$ cat src/rtl/rcfr_pkg.sv
package rcfr_pkg;
  localparam int unsigned BUS_W = 32;

  // Word index taken from byte address bits 4:2
  typedef enum logic [2:0] {
    SEL_CTRL   = 3'd0,
    SEL_STEP   = 3'd1,
    SEL_TRIM   = 3'd2,
    SEL_CNT_LO = 3'd3,
    SEL_CNT_HI = 3'd4
  } reg_sel_e;
endpackage

$ cat src/rtl/rcfr_regs.sv
module rcfr_regs
  import rcfr_pkg::*;
#(
  parameter int unsigned ADDR_W = 8,
  parameter int unsigned STEP_W = 32,
  parameter int unsigned TRIM_W = 8,
  parameter int unsigned CNT_W  = 64
) (
  input  logic              clk,
  input  logic              rst,
  input  logic              wr,
  input  logic              rd,
  input  logic [ADDR_W-1:0] addr,
  input  logic [BUS_W-1:0]  wdata,
  input  logic [CNT_W-1:0]  count,
  output logic              en_q,
  output logic [STEP_W-1:0] step_q,
  output logic [TRIM_W-1:0] trim_q,
  output logic [BUS_W-1:0]  rdata
);
  localparam int unsigned HI_W = CNT_W - BUS_W;

  logic            hit;
  reg_sel_e        sel;
  logic [HI_W-1:0] hi_snap;

  // Only word-aligned addresses below 0x20 belong to this block
  assign hit = (addr[ADDR_W-1:5] == '0) && (addr[1:0] == 2'b00);
  assign sel = reg_sel_e'(addr[4:2]);

  // Control registers
  always_ff @(posedge clk) begin
    if (rst) begin
      en_q   <= 1'b0;
      step_q <= '0;
      trim_q <= '0;
    end else if (wr && hit) begin
      case (sel)
        SEL_CTRL: en_q   <= wdata[0];
        SEL_STEP: step_q <= wdata[STEP_W-1:0];
        SEL_TRIM: trim_q <= wdata[TRIM_W-1:0];
        default:  ;
      endcase
    end
  end

  // Read path: a low-word read also captures the high word
  always_ff @(posedge clk) begin
    if (rst) begin
      rdata   <= '0;
      hi_snap <= '0;
    end else if (rd) begin
      rdata <= '0;
      if (hit) begin
        case (sel)
          SEL_CTRL:   rdata <= BUS_W'(en_q);
          SEL_STEP:   rdata <= BUS_W'(step_q);
          SEL_TRIM:   rdata <= BUS_W'(trim_q);
          SEL_CNT_LO: begin
            rdata   <= count[BUS_W-1:0];
            hi_snap <= count[CNT_W-1:BUS_W];
          end
          SEL_CNT_HI: rdata <= BUS_W'(hi_snap);
          default:    rdata <= '0;
        endcase
      end
    end
  end
endmodule

$ cat src/rtl/rcfr_window.sv
module rcfr_window #(
  parameter int unsigned WINDOW = 100,
  parameter int unsigned TRIM_W = 8,
  localparam int unsigned WIN_W = $clog2(WINDOW)
) (
  input  logic              clk,
  input  logic              rst,
  input  logic              en,
  input  logic              tick,
  input  logic [TRIM_W-1:0] trim,
  output logic [WIN_W-1:0]  win_q,
  output logic              comp
);
  localparam int unsigned CMP_W = (WIN_W > TRIM_W) ? WIN_W : TRIM_W;

  always_ff @(posedge clk) begin
    if (rst || !en) begin
      win_q <= '0;
    end else if (tick) begin
      win_q <= (win_q == WIN_W'(WINDOW - 1)) ? '0 : win_q + 1'b1;
    end
  end

  // The first "trim" positions of each window are compensated
  assign comp = CMP_W'(win_q) < CMP_W'(trim);
endmodule

$ cat src/rtl/rcfr_accum.sv
module rcfr_accum #(
  parameter int unsigned CNT_W  = 64,
  parameter int unsigned STEP_W = 32
) (
  input  logic              clk,
  input  logic              rst,
  input  logic              advance,
  input  logic              comp,
  input  logic [STEP_W-1:0] step,
  output logic [CNT_W-1:0]  count_q
);
  logic             dec;
  logic [CNT_W-1:0] inc;

  // Take one count back only when there is a count to take
  assign dec = comp && (step != '0);
  assign inc = CNT_W'(step) - CNT_W'(dec);

  always_ff @(posedge clk) begin
    if (rst) begin
      count_q <= '0;
    end else if (advance) begin
      count_q <= count_q + inc;
    end
  end
endmodule

$ cat src/rtl/rcfr_counter.sv
module rcfr_counter
  import rcfr_pkg::*;
#(
  parameter int unsigned ADDR_W = 8,
  parameter int unsigned STEP_W = 32,
  parameter int unsigned TRIM_W = 8,
  parameter int unsigned CNT_W  = 64,
  parameter int unsigned WINDOW = 100
) (
  input  logic              clk,
  input  logic              rst,
  input  logic              slow_tick,
  input  logic              bus_wr,
  input  logic              bus_rd,
  input  logic [ADDR_W-1:0] bus_addr,
  input  logic [31:0]       bus_wdata,
  output logic [31:0]       bus_rdata,
  output logic [CNT_W-1:0]  count_out
);
  localparam int unsigned WIN_W = $clog2(WINDOW);

  logic              en_q;
  logic [STEP_W-1:0] step_q;
  logic [TRIM_W-1:0] trim_q;
  logic [WIN_W-1:0]  win_q;
  logic              comp;
  logic [CNT_W-1:0]  count_q;

  rcfr_regs #(.ADDR_W(ADDR_W), .STEP_W(STEP_W), .TRIM_W(TRIM_W), .CNT_W(CNT_W)) regs_i (
    .clk(clk), .rst(rst), .wr(bus_wr), .rd(bus_rd), .addr(bus_addr),
    .wdata(bus_wdata), .count(count_q), .en_q(en_q), .step_q(step_q),
    .trim_q(trim_q), .rdata(bus_rdata)
  );

  rcfr_window #(.WINDOW(WINDOW), .TRIM_W(TRIM_W)) window_i (
    .clk(clk), .rst(rst), .en(en_q), .tick(slow_tick), .trim(trim_q),
    .win_q(win_q), .comp(comp)
  );

  rcfr_accum #(.CNT_W(CNT_W), .STEP_W(STEP_W)) accum_i (
    .clk(clk), .rst(rst), .advance(en_q && slow_tick), .comp(comp),
    .step(step_q), .count_q(count_q)
  );

  assign count_out = count_q;
endmodule

$ cat config.mk
export PLATFORM = sky130hd
export DESIGN_NAME = rcfr_counter
export DESIGN_NICKNAME = d
export VERILOG_FILES = /design/src/rtl/rcfr_pkg.sv /design/src/rtl/rcfr_regs.sv /design/src/rtl/rcfr_window.sv /design/src/rtl/rcfr_accum.sv /design/src/rtl/rcfr_counter.sv
export SDC_FILE = /design/constraint.sdc
export NUM_CORES = 1
export LEC_CHECK = 0
export ABC_CLOCK_PERIOD_IN_PS = 7900
export BUFFER_PORTS_ARGS = -buffer_cell sky130_fd_sc_hd__buf_2
export CAP_MARGIN = 20
export CORE_MARGIN = 2
export CORE_UTILIZATION = 60
export CTS_BUF_LIST = sky130_fd_sc_hd__clkbuf_2
export DETAILED_ROUTE_END_ITERATION = 12
export GPL_ROUTABILITY_DRIVEN = 0
export PLACE_DENSITY = 0.82
export RECOVER_POWER = 100
export SYNTH_ARGS = -nofsm -noshare
export SYNTH_HDL_FRONTEND = slang
export SYNTH_SLANG_ARGS = --single-unit
$ cat constraint.sdc
create_clock -name clk -period 7.9 [get_ports clk]
set_clock_uncertainty 0.15 [all_clocks]
set_input_delay 2.37 -clock clk [delete_from_list [all_inputs] [get_ports clk]]
set_output_delay 2.37 -clock clk [all_outputs]
set_load 0.01 [all_outputs]
* After elaboration in Yosys (flattened, before gate mapping)
Cells that the tools add are included.
** Storage, ports and cells
- Input port bits :: 45
- Memory bits (writable) :: 0
- Bits in registers :: 176
- Memories kept :: 0
- Bits in read-only memories :: 0
- Output and inout port bits :: 96
- Bits in latches :: 0
** Cells by class
- Reductions and logical operators :: 14
- Div/mod/pow operators :: 0
- Bitwise gates (word level) :: 0
- Shift-type cells :: 0
- $lt $le $gt $ge :: 1
- Eq/ne operators :: 5
- Add/subtract/negate cells :: 3
- Multipliers :: 0
- Muxes and demuxes :: 3
** Operators with widths (number)
- case mux 32 bit (5 select lines) :: 1
- adder 64 bit :: 1
- subtractor 32 x 1 -> 33 bit :: 1
- 2-to-1 mux 32 bit :: 1
- nonzero test 32 bit :: 1
- < comparator 7 x 8 -> 1 bit :: 1
- adder 7 x 1 -> 7 bit (second input constant) :: 1
- equality test 7 bit (second input constant) :: 1
- 2-to-1 mux 7 bit :: 1
- equality test 3 x 2 -> 1 bit (second input constant) :: 2
- logical NOT 3 bit :: 2
- AND reduction 2 bit :: 3
- logical AND 1 bit :: 4
- equality test 3 x 1 -> 1 bit (second input constant) :: 1
- equality test 3 bit (second input constant) :: 1
- AND reduction 3 bit :: 1
- logical NOT 2 bit :: 1
- logical NOT 1 bit :: 1
- logical OR 1 bit :: 1

* Longest topological paths before layout
Gate-level depths: netlist of run 1.
- Word-level depth :: 4
- Depth in mapped cells :: 29
- Mapped depth without buffers :: 28

* Cells and area by module
A second synthesis of run 1 with hierarchy kept.
** Unflattened totals
- Cells, all modules :: 1501
- Area, all modules :: 12413.2 um^2
** By module, submodules not included
- rcfr_accum :: instances 1, cells each 919, seq. area each 1281.2 um^2, area each 6827.8 um^2
- rcfr_regs :: instances 1, cells each 521, seq. area each 2102.0 um^2, area each 5093.6 um^2
- rcfr_window :: instances 1, cells each 60, seq. area each 140.1 um^2, area each 485.5 um^2
- rcfr_counter :: instances 1, cells each 1, seq. area each 0.0 um^2, area each 6.3 um^2

* Worst setup path before layout of run 1
Ideal clock, no wire load.
- Path type :: register -> register
- Start point :: register regs_i.step_q[16]
- End point :: register accum_i.count_q[60]
- Buffers on the path :: 1
- Cell stages (with the launch flop) :: 24
- Clock period less this slack :: 5.560 ns
- Required time :: 7.687 ns
- Setup slack :: 2.340 ns
- Arrival time :: 5.347 ns
- Cells stage by stage :: dfxtp_1 or4_1 or3_1 nor2_1 nand2_1 o32a_1 ha_1 ha_1 nand2_1 nor2_1 and2_1 nand2_1 nor3_1 xor2_1 ha_1 buf_2 nand4_2 or3_1 a211o_1 a211oi_2 o21ai_2 a2111o_1 a2111oi_2 nand3b_1
** Between the ends
- Word-level cells in the longest chain between the ends :: 4
** Ends and longest elaborated chain
- start, declared :: line rcfr_regs.sv:17 : output logic [STEP_W-1:0] step_q,
- start signal, assigned :: line rcfr_regs.sv:40 : SEL_STEP: step_q <= wdata[STEP_W-1:0];
- nonzero test 32 bit :: line rcfr_accum.sv:16 : assign dec = comp && (step != '0);
- logical AND 1 bit :: line rcfr_accum.sv:16
- subtractor 32 x 1 -> 33 bit * :: line rcfr_accum.sv:17 : assign inc = CNT_W'(step) - CNT_W'(dec);
- adder 64 bit * :: line rcfr_accum.sv:23 : count_q <= count_q + inc;
- end signal, assigned :: line rcfr_accum.sv:23
- end, declared :: line rcfr_accum.sv:10 : output logic [CNT_W-1:0] count_q
Mark *: on every way between the ends. The rest lies on a longest branch, timed or not.
A chain may end at the register's enable or synchronous reset.

* Final worst setup path of run 1
- Start point :: register regs_i.step_q[22]
- End point :: register accum_i.count_q[60]
The elaborated chain is that of the path after synthesis.

==> flow_summary_export.csv, run 1 <==
group,metric,value,unit
worst_setup_path,cp.arrival,7320,ps
placed_design,dpl.hpwl,26300,um
drt,final_antenna_net_count,0,
logic_synthesis,synth_edf_count,0,
clock_tree,cts_resized,0,
finish,layout_common_cells,"nand2_1, a21oi_1, dfxtp_1",
logic_synthesis,ys_types,70,
power,power_leakage,4.82,nW
status,status,"finished with violations",
finish,final_area,12400,um^2
clock_tree,cts_sinks,176,
worst_setup_path,crit_chain,"nor3_1, nand2b_1, nor4_1, nor3b_1, nand2_1, o32a_1, ha_1, ha_1, nand2_1, nor2_1, and2_0, nand2b_1, inv_2, ha_1, a21o_1, o21bai_1, a21oi_1, a31oi_1, a2111o_1, o21ai_0, a2111o_1, a2111oi_0, nand3b_1",
die,design.die.area,20300,um^2
grt,overflow,0,
die,die_w,142,um
sta,slew_headroom,-142,%
finish,n_fill_cell,1666,
logic_synthesis,synth_area,11500,um^2
logic_synthesis,avgSynthCellArea,7.33,um^2
sta,setup-violations-final,0,
clock_tree,holdBufCountCts,0,
grt,grt_max_degree,85,
power,ir_drop,82.2,uV
drt,initialDrtViolationCount,1364,
die,initial_utilization,61.3,%
placed_design,post-place-ws,1690,ps
worst_setup_path,endpoint_kind,"flip-flop",
logic_synthesis,ys.flop_type,"dfxtp_1",
finish,areaGrowthSynthToFinish,7.75,%
worst_setup_path,r2r_start,"regs_i.step_q[22]",
drt,routed_wl,35600,um
status,violations,"capacitance limit, slew limit",
sta,fin_ws,1160,ps
placed_design,io_buffers,140,
sta,rsz0062_at_grt,"no",
min_path,min_path_type,"flip-flop to flip-flop",
logic_synthesis,syn_inst,1569,
drt,vias_per_cell,6.33,
clock_tree,cts_setup_buffers,0,
drt,vias,11995,
worst_setup_path,crit_top_cell,"ha_1",
clock_tree,cts_root_buffer,"clkbuf_2",
clock_tree,clkTransAtPathRegs,250,ps
worst_setup_path,cp_max_fo,34,
placed_design,dpl_cell_area,12300,um^2
logic_synthesis,synth.yosys.seq_area_share,30.6,%
worst_setup_path,cpPeakStageDelay,500,ps
grt,grt_pass1_vias,10822,
grt,grt_pass1_wl,55400,um
clock_tree,clk_latency,790,ps
clock_tree,cts_buffer_depth,2,
finish,layout_commonest_cell,"nand2_1",
logic_synthesis,syn_nets,1687,
logic_synthesis,ys_ff_latch,176,
clock_tree,ctsHtreeMaxLevel,4,
clock_tree,cts_tree,"built",
grt,grt_usage,34.3,%
die,ios,141,
worst_setup_path,startpoint,"regs_i.step_q[22]",
finish,finalNetCount,1765,
finish,drive_gt1_share,6.08,%
worst_setup_path,cp.required,8480,ps
sta,max_clock_freq,148,MHz
power,powerDensity,118,nW/um^2
clock_tree,cts_buffers,17,
worst_setup_path,start_kind,"flip-flop",
power,total_power,1.46,mW
logic_synthesis,synthArstFlopShare,0,%
sta,period_share,85.3,%
sta,final.setup.tns,0,ps
finish,layout.cells.non_filler,1895,
min_path,hold_start,"regs_i.hi_snap[26]",
grt,antenna_found_initial,1,
die,num_rows,50,
drt,wl_per_cell,18.8,um
die,core,18800,um^2
drt,drc,0,
sta,fin_crit,6740,ps
placed_design,placedCellCount,1862,
flow_run,maxCapViolCount,2,
sta,hold_viol_final,0,
sta,final-max-slew-violation-count,149,
worst_setup_path,critPathSlowestCell,"ha_1",
sta,worst-slew-pin-transition,3640,ps
drt,dr.pass1.iters,7,
die,die_y,142,um
logic_synthesis,yosysWarnings,0,
worst_setup_path,path_class,"flip-flop to flip-flop",
==> where the power goes <==
| part | leakage (nW) | internal (mW) | switching [mW] |
|---|---|---|---|
| sequential | 1.42 | 0.892 | 0.00186 |
| clock | 0.141 | 0.179 | 0.332 |
| combinational | 3.26 | 0.0166 | 0.0422 |
| total | 4.82 | 1.09 | 0.376 |
==> through the flow <==
stage	util (%)	hold slack (ps)
2_1_floorplan	-	287
3_3_place_gp	65.2	292
3_5_place_dp	65.5	298
4_1_cts	66.9	324
5_1_grt	66.1	347
6_report	66.1	324
==> cell usage after synthesis (all sizes together) (4+ instances only) <==
| cell | count | area share [%] |
|---|---|---|
| o311ai | 5 | 0.38 |
| a21oi | 227 | 9.9 |
| o31ai | 4 | 0.26 |
| ha | 72 | 7.8 |
| inv | 31 | 1.0 |
| a211oi | 16 | 1.1 |
| nor2b | 40 | 2.2 |
| a22oi | 8 | 0.52 |
| a31oi | 10 | 0.54 |
| xnor2 | 31 | 2.4 |
| xor2 | 43 | 3.3 |
| nand3b | 8 | 0.52 |
| o21a | 6 | 0.39 |
| a21boi | 7 | 0.46 |
| and3 | 11 | 0.61 |
| nand4 | 24 | 1.4 |
| and4 | 4 | 0.30 |
| or3 | 10 | 0.54 |
| mux2 | 6 | 0.59 |
| nor3b | 5 | 0.33 |
| nor2 | 105 | 3.4 |
| clkbuf | 80 | 2.6 |
| mux2i | 36 | 3.1 |
| a21o | 24 | 1.6 |
| buf | 12 | 0.45 |
| o21ai | 101 | 4.4 |
| o22ai | 5 | 0.27 |
| nand3 | 29 | 1.3 |
| nor4b | 4 | 0.30 |
| and2 | 7 | 0.38 |
| nand2b | 10 | 0.54 |
| nand2 | 308 | 10 |
| o21bai | 17 | 1.1 |
| dfxtp | 176 | 31 |
| nor4 | 12 | 0.65 |
| o211ai | 7 | 0.46 |
| nor3 | 32 | 1.4 |
| or4 | 5 | 0.33 |
==> area by class of cell <==
type | count | area (um^2) | area share [%]
multi-input combinational | 1270 | 7510 | 60.6
clock buffer | 19 | 95.1 | 0.767
sequential | 176 | 3520 | 28.4
antenna | 1 | 2.50 | 0.0202
timing repair buffer | 151 | 694 | 5.60
clock inverter | 13 | 163 | 1.31
tap | 234 | 293 | 2.36
inverter | 31 | 116 | 0.938
==> sequential cells by signal, indices dropped and copies added (netlist names) <==
name and cells:
window_i.win_q 7, regs_i.en_q 1, regs_i.hi_snap 32, regs_i.trim_q 8
regs_i.step_q 32, accum_i.count_q 64, regs_i.rdata 32
==> kinds of logic (layout without fill, tap and decap cells) <==
group / count (synthesis) / count (layout) / synth area share, %
adder cells (fa/ha/maj): 73 / 73 / 8.00
AO/OA/AOI/OAI: 463 / 463 / 23.5
XOR/XNOR: 74 / 74 / 5.63
AND/OR/NAND/NOR: 618 / 618 / 24.5
buffers and inverters: 123 / 214 / 4.07
multiplexers: 42 / 42 / 3.72
other: 0 / 1 / 0
flip-flops: 176 / 176 / 30.6
==> path summary, 6_finish.rpt <==
check / endpoint / slack (ps) / cells after the start
worst max register to register: accum_i.count_q[60] / 1160 / 23
worst max-delay path: accum_i.count_q[60] / 1160 / 23
worst min register to register: regs_i.hi_snap[26] / 320 / 2
worst min-delay path: regs_i.hi_snap[26] / 320 / 2
==> critical path, delay by kind of cell, from the launching register on <==
family | cells | cell delay, ps
compound gates | 9 | 2340
flops | 1 | 420
buf+inv | 1 | 320
simple gates | 10 | 2500
fa+ha+maj | 3 | 950
==> layer usage <==
layer	vias to the layer above	part of all wire [%]	global-route usage, %
met1	5521	41	44.9
met5	-	0	0
met3	122	9.4	6.26
met2	648	45	54.2
met4	0	4.7	17.4
li1	5704	-	-
Note: power is estimated with default switching activity, not from simulation.
==> inputs of run 2 (changes only) <==
REMOVE_ABC_BUFFERS = 1   (was unset)
==> run 2 against run 1 <==
The flow still finishes with violations (capacitance limit, slew limit). Utilization is 0.17 points lower. Worst hold slack better by 2.3 ps. Die area stayed put. Critical path type unchanged. Critical endpoint is now accum_i.count_q[52]. Highest routed layer unchanged.
==> flow_summary_export.csv, run 2 (synthesis gave the netlist of run 1 again) <==
group,metric,value,unit
power,power.share.switching,27.9,%
grt,antenna_found_initial,2,
clock_tree,clkTransAtPathRegs,280,ps
sta,worst-slew-pin-transition,3040,ps
sta,period_share,87.7,%
power,internal_power,1.04,mW
power,power_leakage,4.81,nW
clock_tree,cts_root_buffer,"clkbuf_2",
status,violations,"capacitance limit, slew limit",
power,powerDensity,116,nW/um^2
clock_tree,cts_resized,0,
power,power.share.clock,33.5,%
die,num_rows,50,
placed_design,dpl.hpwl,25000,um
worst_setup_path,startpoint,"regs_i.step_q[22]",
worst_setup_path,critPathSlowestCell,"ha_1",
worst_setup_path,cpPeakStageDelay,650,ps
sta,max_clock_freq,144,MHz
worst_setup_path,regToRegSetupSlack,970,ps
worst_setup_path,crit_chain,"nor3_1, nand2b_1, nor4_1, nor3b_1, nand2_1, o32a_1, ha_1, ha_1, nand2_1, nor2_1, and2_0, nand2b_1, inv_1, ha_1, a21o_1, a211oi_1, o2bb2ai_1, a31oi_1, a2111o_1, o21ai_2, and3b_1, o31a_1, nor2_1",
grt,grt_pass1_vias,10779,
clock_tree,cts_tree,"built",
die,core,18800,um^2
min_path,hold_start,"regs_i.hi_snap[22]",
clock_tree,cts_setup_buffers,0,
worst_setup_path,r2r_start,"regs_i.step_q[22]",
clock_tree,holdBufCountCts,0,
clock_tree,cts_buffers,17,
sta,fin_crit,6930,ps
grt,overflow,0,
worst_setup_path,cp_max_fo,34,
power,combPwrFrac,4.3,%
worst_setup_path,crit_top_cell,"ha_1",
die,initial_utilization,61.3,%
finish,largest_reg_flops,64,
sta,rsz0062_at_grt,"no",
worst_setup_path,crit_family,"simple AND/OR/NAND/NOR gates",
sta,hold_slack,326,ps
worst_setup_path,reg2reg_to,"accum_i.count_q[52]",
drt,routed_wl,34700,um
finish,layout_common_cells,"nand2_1, a21oi_1, dfxtp_1",
sta,final-max-slew-violation-count,224,
sta,slew_headroom,-103,%
drt,final_antenna_net_count,0,
sta,final.setup.tns,0,ps
worst_setup_path,endpoint_kind,"flip-flop",
drt,initialDrtViolationCount,1131,
finish,layout_commonest_cell,"nand2_1",
worst_setup_path,cp.required,8360,ps
clock_tree,ctsHtreeMaxLevel,4,
min_path,min_path_type,"flip-flop to flip-flop",
worst_setup_path,path_class,"flip-flop to flip-flop",
die,ios,141,
die,die_w,142,um
min_path,whs_endpoint,"regs_i.hi_snap[22]",
sta,hold_viol_final,0,
power,ir_drop,87.3,uV
power,power_switching,0.400,mW
drt,vias,11878,
finish,areaGrowthSynthToFinish,7.48,%
clock_tree,cts_sinks,176,
placed_design,io_buffers,140,
status,status,"finished with violations",
die,die_y,142,um
worst_setup_path,worst-path-buf-inv,1,
drt,dr.pass1.iters,5,
power,pwr-share-seq,62.3,%
clock_tree,cts_buffer_depth,2,
clock_tree,clk_latency,790,ps
grt,grt_pass1_wl,54600,um
finish,drive_gt1_share,6.02,%
drt,drc,0,
drt,wl_per_cell,18.3,um
worst_setup_path,cp.arrival,7390,ps
sta,setup-violations-final,0,
grt,grt_max_degree,63,
flow_run,maxCapViolCount,5,
worst_setup_path,r2r_cells,23,
finish,finalCoreUtilization,65.9,%
finish,finalNetCount,1766,
grt,grt_usage,33.6,%
finish,top_register,"accum_i.count_q",
worst_setup_path,start_kind,"flip-flop",
die,design.die.area,20300,um^2
drt,vias_per_cell,6.26,
min_path,holdPathStages,2,
[run 2: cell types whose count changed in the layout (fill, tap and decap cells not counted), sizes merged]
| cell | delta |
|---|---|
| inv | +6 |
| diode | +1 |
| clkinvlp | -2 |
| bufinv | -2 |
| clkbuf | +1 |
| buf | -2 |
[run 2: layout make-up]
type / count / area [um^2]
flip-flops and latches: 176 / 3520
repair buffers: 152 / 678
clock inverters: 15 / 150
multi-input cells: 1270 / 7520
diodes: 2 / 5.00
clock buffers: 17 / 85.1
fillers: 1717 / 6400
well taps: 234 / 293
inverters: 31 / 116
[run 2: per-stage QoR]
step | power [mW] | std cells | worst slack, ps | cell area (um^2)
after floorplan | 0.924 | 1477 | 2340 | 11200
after global placement | 0.969 | 1861 | 1810 | 12200
after detailed placement | 0.969 | 1861 | 1610 | 12200
after CTS | 1.44 | 1893 | 1550 | 12500
after global routing | 1.49 | 1897 | 541 | 12400
final | 1.44 | 1897 | 970 | 12400
[run 2: how the worst max path moves through the flow]
stage                     endpoint  cells after the start
2_1_floorplan  accum_i.count_q[60]                     22
3_3_place_gp   accum_i.count_q[60]                     23
3_5_place_dp   accum_i.count_q[60]                     23
4_1_cts        accum_i.count_q[60]                     23
5_1_grt        accum_i.count_q[60]                     23
6_report       accum_i.count_q[52]                     23
[run 2: power groups by stage]
stage               Combinational, mW  Clock [mW]  Sequential, mW
floorplan                      0.0141           0           0.910
global placement               0.0585           0           0.910
detailed placement             0.0587           0           0.910
CTS                            0.0592       0.486           0.895
global route                   0.0647       0.526           0.896
finish                         0.0613       0.481           0.895
[run 2: worst register-to-register path, cell delays in order, from the launching register on]
cell and delay (ps):
dfxtp_1 430, nor3_1 290, nand2b_1 150, nor4_1 440
nor3b_1 410, nand2_1 150, o32a_1 380, ha_1 230
ha_1 210, nand2_1 190, nor2_1 110, and2_0 180
nand2b_1 200, inv_1 610, ha_1 660, a21o_1 220
a211oi_1 400, o2bb2ai_1 190, a31oi_1 100, a2111o_1 490
o21ai_2 190, and3b_1 180, o31a_1 160, nor2_1 50
[run 2: layer usage]
layer / wire (um) / vias to the layer above / global-route usage, % / share of wire, %
li1: - / 5705 / - / -
met1: 14500 / 5523 / 45.1 / 42
met2: 15800 / 569 / 54.7 / 46
met3: 3440 / 81 / 6.63 / 9.9
met4: 914 / 0 / 10.1 / 2.6
met5: 0 / - / 0 / 0
